`src/rtl/lim_pkg.sv`:
```
package lim_pkg;
   // reset value of the decay code field held by the control register
   localparam logic [3:0] LIM_DECAY_RESET = 4'b0011;
   // samples per 6 dB of recovery at code 0 (0.75 ms at 44.1 kHz)
   localparam int LIM_DECAY_BASE = 33;
endpackage

```
`src/rtl/lim_gain_ramp.sv`:
```
module lim_gain_ramp #(
   parameter int GW    = 16,
   parameter int UNITY = 16384,
   parameter int STEP  = 256
) (
   input  logic          clk,
   input  logic          rst_n,
   input  logic          adv,
   input  logic          mute,
   input  logic [GW-1:0] volume,
   output logic [GW-1:0] gain
);
   logic [GW-1:0] target;
   assign target = mute ? '0 : volume;

   generate
      if (STEP == 0) begin : g_hard
         // zero step selects an immediate gain switch
         always_ff @(posedge clk or negedge rst_n) begin
            if (!rst_n)   gain <= GW'(UNITY);
            else if (adv) gain <= target;
         end
      end else begin : g_ramp
         localparam logic [GW-1:0] STEP_G = GW'(STEP);
         logic [GW-1:0] nxt;
         always_comb begin
            nxt = gain;
            if (gain < target) begin
               nxt = ((target - gain) > STEP_G) ? gain + STEP_G : target;
            end else if (gain > target) begin
               nxt = ((gain - target) > STEP_G) ? gain - STEP_G : target;
            end
         end
         always_ff @(posedge clk or negedge rst_n) begin
            if (!rst_n)   gain <= GW'(UNITY);
            else if (adv) gain <= nxt;
         end
      end
   endgenerate
endmodule

```
`src/rtl/lim_envelope.sv`:
```
module lim_envelope #(
   parameter int GW         = 16,
   parameter int UNITY      = 16384,
   parameter int DECAY_BASE = 33
) (
   input  logic          clk,
   input  logic          rst_n,
   input  logic          adv,
   input  logic          en,
   input  logic          over,
   input  logic [3:0]    decay_code,
   input  logic [2:0]    attack_code,
   output logic [GW-1:0] gain
);
   localparam int CW = $clog2(DECAY_BASE + 1) + 16;
   localparam logic [GW-1:0] UNITY_G = GW'(UNITY);

   logic [CW-1:0] period;
   logic [CW-1:0] cnt;
   logic [GW-1:0] attacked;
   logic [GW:0]   doubled;
   logic [GW-1:0] recovered;
   logic [3:0]    shamt;

   assign period    = CW'(DECAY_BASE) << decay_code;
   assign shamt     = {1'b0, attack_code} + 4'd1;
   assign attacked  = gain - (gain >> shamt);
   assign doubled   = {gain, 1'b0};
   assign recovered = (doubled > {1'b0, UNITY_G}) ? UNITY_G : doubled[GW-1:0];

   always_ff @(posedge clk or negedge rst_n) begin
      if (!rst_n) begin
         gain <= UNITY_G;
         cnt  <= '0;
      end else if (adv) begin
         if (!en) begin
            gain <= UNITY_G;
            cnt  <= '0;
         end else if (over) begin
            gain <= attacked;
            cnt  <= '0;
         end else if (gain < UNITY_G) begin
            if (cnt >= period - CW'(1)) begin
               gain <= recovered;
               cnt  <= '0;
            end else begin
               cnt <= cnt + CW'(1);
            end
         end else begin
            cnt <= '0;
         end
      end
   end
endmodule

```
`src/rtl/lim_gain_apply.sv`:
```
module lim_gain_apply #(
   parameter int DW   = 16,
   parameter int GW   = 16,
   parameter int FRAC = 14
) (
   input  logic signed [DW-1:0] x,
   input  logic        [GW-1:0] ramp_g,
   input  logic        [GW-1:0] lim_g,
   input  logic        [DW-2:0] threshold,
   output logic signed [DW-1:0] y,
   output logic                 over
);
   localparam int GE = GW + 1;
   localparam int PW = DW + GE + 1;
   localparam logic signed [PW-1:0] MAXP = PW'((64'sd1 <<< (DW - 1)) - 64'sd1);
   localparam logic signed [PW-1:0] MINN = -MAXP - PW'(1);

   logic [2*GW-1:0]        gprod;
   logic [GE-1:0]          geff;
   logic signed [PW-1:0]   xe;
   logic signed [PW-1:0]   ge_s;
   logic signed [PW-1:0]   prod;
   logic signed [PW-1:0]   scaled;
   logic        [PW-1:0]   mag;

   assign gprod  = ramp_g * lim_g;
   assign geff   = gprod[FRAC +: GE];
   assign xe     = PW'(x);
   assign ge_s   = $signed({{(PW-GE){1'b0}}, geff});
   assign prod   = xe * ge_s;
   assign scaled = prod >>> FRAC;
   assign mag    = scaled[PW-1] ? $unsigned(-scaled) : $unsigned(scaled);
   assign over   = mag > {{(PW-DW+1){1'b0}}, threshold};

   always_comb begin
      if (scaled > MAXP)      y = MAXP[DW-1:0];
      else if (scaled < MINN) y = MINN[DW-1:0];
      else                    y = scaled[DW-1:0];
   end
endmodule

```
`src/rtl/playback_limiter.sv`:
```
module playback_limiter #(
   parameter int DW         = 16,
   parameter int GW         = 16,
   parameter int RAMP_SHIFT = 6,
   parameter int DECAY_BASE = lim_pkg::LIM_DECAY_BASE
) (
   input  logic                 clk,
   input  logic                 rst_n,
   input  logic                 in_valid,
   input  logic signed [DW-1:0] in_sample,
   input  logic                 lim_en,
   input  logic [3:0]           decay_code,
   input  logic [2:0]           attack_code,
   input  logic [DW-2:0]        threshold,
   input  logic                 mute,
   input  logic [GW-1:0]        volume,
   output logic                 out_valid,
   output logic signed [DW-1:0] out_sample
);
   localparam int FRAC  = GW - 2;
   localparam int UNITY = 1 << FRAC;
   localparam int STEP  = UNITY >> RAMP_SHIFT;

   if (DW < 8 || DW > 32) begin : g_chk_dw
      $error("playback_limiter: DW out of range");
   end
   if (GW < 8 || GW > 24) begin : g_chk_gw
      $error("playback_limiter: GW out of range");
   end
   if (RAMP_SHIFT < 0 || RAMP_SHIFT > FRAC) begin : g_chk_rs
      $error("playback_limiter: RAMP_SHIFT out of range");
   end
   if (DECAY_BASE < 1) begin : g_chk_db
      $error("playback_limiter: DECAY_BASE must be positive");
   end

   logic [GW-1:0]        ramp_gain;
   logic [GW-1:0]        lim_gain;
   logic signed [DW-1:0] scaled_y;
   logic                 over_thr;

   lim_gain_ramp #(.GW(GW), .UNITY(UNITY), .STEP(STEP)) u_ramp (
      .clk(clk), .rst_n(rst_n), .adv(in_valid), .mute(mute),
      .volume(volume), .gain(ramp_gain)
   );

   lim_gain_apply #(.DW(DW), .GW(GW), .FRAC(FRAC)) u_apply (
      .x(in_sample), .ramp_g(ramp_gain), .lim_g(lim_gain),
      .threshold(threshold), .y(scaled_y), .over(over_thr)
   );

   lim_envelope #(.GW(GW), .UNITY(UNITY), .DECAY_BASE(DECAY_BASE)) u_env (
      .clk(clk), .rst_n(rst_n), .adv(in_valid), .en(lim_en), .over(over_thr),
      .decay_code(decay_code), .attack_code(attack_code), .gain(lim_gain)
   );

   always_ff @(posedge clk or negedge rst_n) begin
      if (!rst_n) begin
         out_valid  <= 1'b0;
         out_sample <= '0;
      end else begin
         out_valid <= in_valid;
         if (in_valid) out_sample <= scaled_y;
      end
   end
endmodule

```
`config.mk`:
```
export PLATFORM = sky130hd
export DESIGN_NAME = playback_limiter
export DESIGN_NICKNAME = d
export VERILOG_FILES = /design/src/rtl/lim_pkg.sv /design/src/rtl/lim_gain_ramp.sv /design/src/rtl/lim_envelope.sv /design/src/rtl/lim_gain_apply.sv /design/src/rtl/playback_limiter.sv
export SDC_FILE = /design/constraint.sdc
export NUM_CORES = 2
export LEC_CHECK = 0
export BUFFER_PORTS_ARGS = -buffer_cell sky130_fd_sc_hd__clkbuf_2
export CAP_MARGIN = 20
export CORE_UTILIZATION = 55
export CTS_CLUSTER_SIZE = 16
export DETAILED_ROUTE_END_ITERATION = 6
export PLACE_DENSITY = 0.72
export SYNTH_ARGS = -nofsm -noshare
export SYNTH_HDL_FRONTEND = slang
export SYNTH_SLANG_ARGS = --single-unit
```
`constraint.sdc`:
```
create_clock -name clk -period 20.6 [get_ports clk]
set_input_delay 3.09 -clock clk [delete_from_list [all_inputs] [get_ports clk]]
set_output_delay 3.09 -clock clk [all_outputs]
set_load 0.1 [all_outputs]
```
==> flow_summary.yaml <==
cells_and_area:
  drive_gt1_share_pct: 5.69
  regArea_um2: 1780
  multi_input_area_um2: 21100
  layout.nets: 3751
  diodes: 0
  syn_to_final_growth_pct: 4.20
  fillCellCount: 4061
sta:
  worst_pin_slew_ps: 1150
  timing.fmax_mhz: 59.1
  hold_violations: 0
  rsz0062_at_grt: "false"
  setup-violations-final: 0
  post-route-period-util_pct: 82.1
  slew_headroom_pct: 23.1
  clock_skew_ps: 11.8
  setup_tns_ps: 0
  final.min_clock_period_ps: 16920
  report.final.slew_viol_count: 0
synth:
  synth_top_family_by_area: "adder cells"
  synth-compound-area-share_pct: 12.2
  ys_seq_elements: 71
  synth_async_sr_flop_share_pct: 100
  yosys-mux-area-fraction_pct: 1.87
  ys_warn_count: 0
  syn-num-nets: 3787
  synth_flop_cell: "dfrtp_1"
  synth_xor_area_share_pct: 2.66
  ys_types: 102
  ys_seq_area_share_pct: 6.95
  synthCells: 3020
  synth_area_um2: 25600
  synth_edf_count: 0
  synthAdderAreaFrac_pct: 46.4
  synthSimpleGateAreaFrac_pct: 19.0
  avgSynthCellArea_um2: 8.47
job:
  maxCapViolCount: 0
setup_path:
  ff2ff_setup_slack_ps: 3680
  worstSetupStartpointType: "flop"
  r2r_end: "u_env.gain[11]"
  worstPathArrival_ps: 17210
  crit_slowest_cell: "dfrtp_1"
  cp.required_ps: 20890
  reg2reg_depth: 60
  crit_top_cell: "fa_1"
  cp_max_fo: 55
  cp_slowest_stage_delay_ps: 900
  endpoint_kind: "flop"
  critPathKind: "reg2reg"
  crit-reg2reg-launch: "u_ramp.gain[11]"
die:
  core_um2: 45700
  rows: 78
  die-area_um2: 47400
  die_width_um: 218
  die_h_um: 218
  start_util_pct: 56.0
  io_pins: 76
detailed_routing:
  dr.max_layer_used: "met4"
  wire_per_inst_um: 18.5
  wl_mm: 66.2
  ant_nets: 0
  vias: 21000
  wl_met1_mm: 27.3
  met3WireLength_mm: 3.84
  wl_met2_mm: 33.1
  viasPerCell: 5.84
  first_iter_violations: 1292
  firstDrtPassIters: 5
  remaining_drc_errors: 0
clock_network:
  cts.sinks: 71
  root_buffer: "clkbuf_16"
  cts_hold_buf: 0
  clk_latency_ps: 370
  clk_pin_slew_ps: 70
  cts_setup_buffers: 0
  post_cts_resized: 0
  htreeDepth: 3
  cts_tree: "yes"
  clockBufferDepth: 2
  cts_made_buffers: 9
outcome:
  status: "finished, final reports clean"
grt:
  grt_usage_pct: 29.1
  grt_pass1_wl_mm: 110
  grt_pass1_vias: 22000
  grt_antenna_before_repair: 0
  grt_start_max_net_pins: 72
  grt_overflow: 0
place:
  place_hpwl_mm: 52.9
  globalplace.congestion: 0.927
  portBuffers: 75
hold_path:
  worstHoldEndpoint: "out_sample[13]"
  hold_path_class: "reg2reg"
  worstHoldStart: "out_sample[13]"
  hold_depth: 2
Yosys cell counts, types with 7 or more instances:
master | instances | share of area (%)
a211oi_1 | 11 | 0.32
a21o_1 | 53 | 1.6
a21oi_1 | 92 | 1.8
a221o_1 | 16 | 0.63
and2_1 | 245 | 6.0
and3_1 | 36 | 0.88
buf_1 | 8 | 0.12
clkbuf_1 | 131 | 1.9
dfrtp_1 | 69 | 6.7
fa_1 | 401 | 31
ha_1 | 307 | 15
inv_1 | 581 | 8.5
mux2i_1 | 27 | 1.1
nand2_1 | 343 | 5.0
nand2b_1 | 32 | 0.78
nand3_1 | 36 | 0.70
nand3b_1 | 7 | 0.21
nand4_1 | 15 | 0.37
nor2_1 | 121 | 1.8
nor2b_1 | 14 | 0.34
nor3_1 | 40 | 0.78
nor3b_1 | 20 | 0.59
nor4_1 | 13 | 0.32
o211ai_1 | 20 | 0.59
o21a_1 | 32 | 0.94
o21ai_0 | 68 | 1.3
o21bai_1 | 7 | 0.21
o221ai_1 | 9 | 0.31
o311ai_1 | 17 | 0.58
o31ai_1 | 9 | 0.26
or3_1 | 15 | 0.37
xnor2_1 | 49 | 1.7
xor2_1 | 23 | 0.79
through the flow:
stage	std cells	hold WS [ps]	util [%]	instance area (um2)	worst slack [ps]
6_report	3589	526	58.4	26700	3680
5_1_grt	3589	551	58.4	26700	2680
4_1_cts	3588	530	58.3	26600	3700
3_5_place_dp	3572	519	57.7	26400	3800
3_3_place_gp	3570	519	57.7	26300	4050
2_1_floorplan	3020	518	-	25600	5220
layout by cell type, fill, tap and decap left out, types with 11 or more instances in the layout:
master / n
nor4_1: 13
o21ai_0: 68
a21o_1: 53
and2_1: 245
nand2b_1: 32
a21oi_1: 92
mux2i_1: 27
nor2b_1: 14
buf_4: 25
nand2_1: 343
ha_1: 307
clkbuf_2: 74
xnor2_1: 45
or3_1: 15
nor3_1: 40
nor3b_1: 20
dfrtp_1: 69
o21a_1: 32
and3_1: 36
a221o_1: 16
o311ai_1: 17
nand4_1: 15
nor2_1: 121
xor2_1: 23
o211ai_1: 20
inv_1: 581
nand3_1: 36
fa_1: 401
a211oi_1: 11
layout make-up:
cell class,instances,share of cell area [%]
multi-input cells,2219,79.1
inverters,583,8.21
clock inverters,7,0.249
well taps,600,2.82
repair buffers,100,2.15
flip-flops and latches,71,6.67
clock buffers,9,0.845
sequential cells by signal (all words and copies together), names as in the netlist:
| name | count |
|---|---|
| out_sample | 16 |
| out_valid | 1 |
| u_env.cnt | 22 |
| u_env.gain | 16 |
| u_ramp.gain | 16 |
metal layers:
metal	GRT usage, %	vias up
li1	-	9586
met1	37.4	10600
met2	50.8	688
met3	3.32	136
met4	9.53	0
met5	0	-
worst max-delay path by stage:
stage / start / endpoint / slack, ps / cells past startpoint
5_1_grt: u_env.gain[1] / u_env.gain[11] / 2680 / 59
4_1_cts: u_ramp.gain[11] / u_env.gain[11] / 3700 / 60
3_5_place_dp: u_env.gain[1] / u_env.gain[11] / 3800 / 60
3_3_place_gp: u_env.gain[1] / u_env.gain[11] / 4050 / 60
6_report: u_ramp.gain[11] / u_env.gain[11] / 3680 / 60
2_1_floorplan: u_env.gain[1] / u_env.gain[10] / 5220 / 63
worst max-delay path: cells and delay by family (launching register included):
kind,cells,cell delay [ps]
and+or+nand+nor,9,2050
adders and majority gates,15,7070
DFF,1,900
AOI/OAI and AO/OA,25,5550
buffers and inverters,9,900
xor gates and xnor gates,2,310
cell families after synthesis:
| group | Yosys count |
|---|---|
| and+or+nand+nor | 961 |
| other | 1 |
| adders and majority gates | 709 |
| buffers and inverters | 730 |
| DFF | 71 |
| muxes | 40 |
| AOI/OAI and AO/OA | 433 |
| xor gates and xnor gates | 75 |
Power is not shown: default switching activity piles up to over one toggle a cycle in this logic, so the estimate is an artifact.
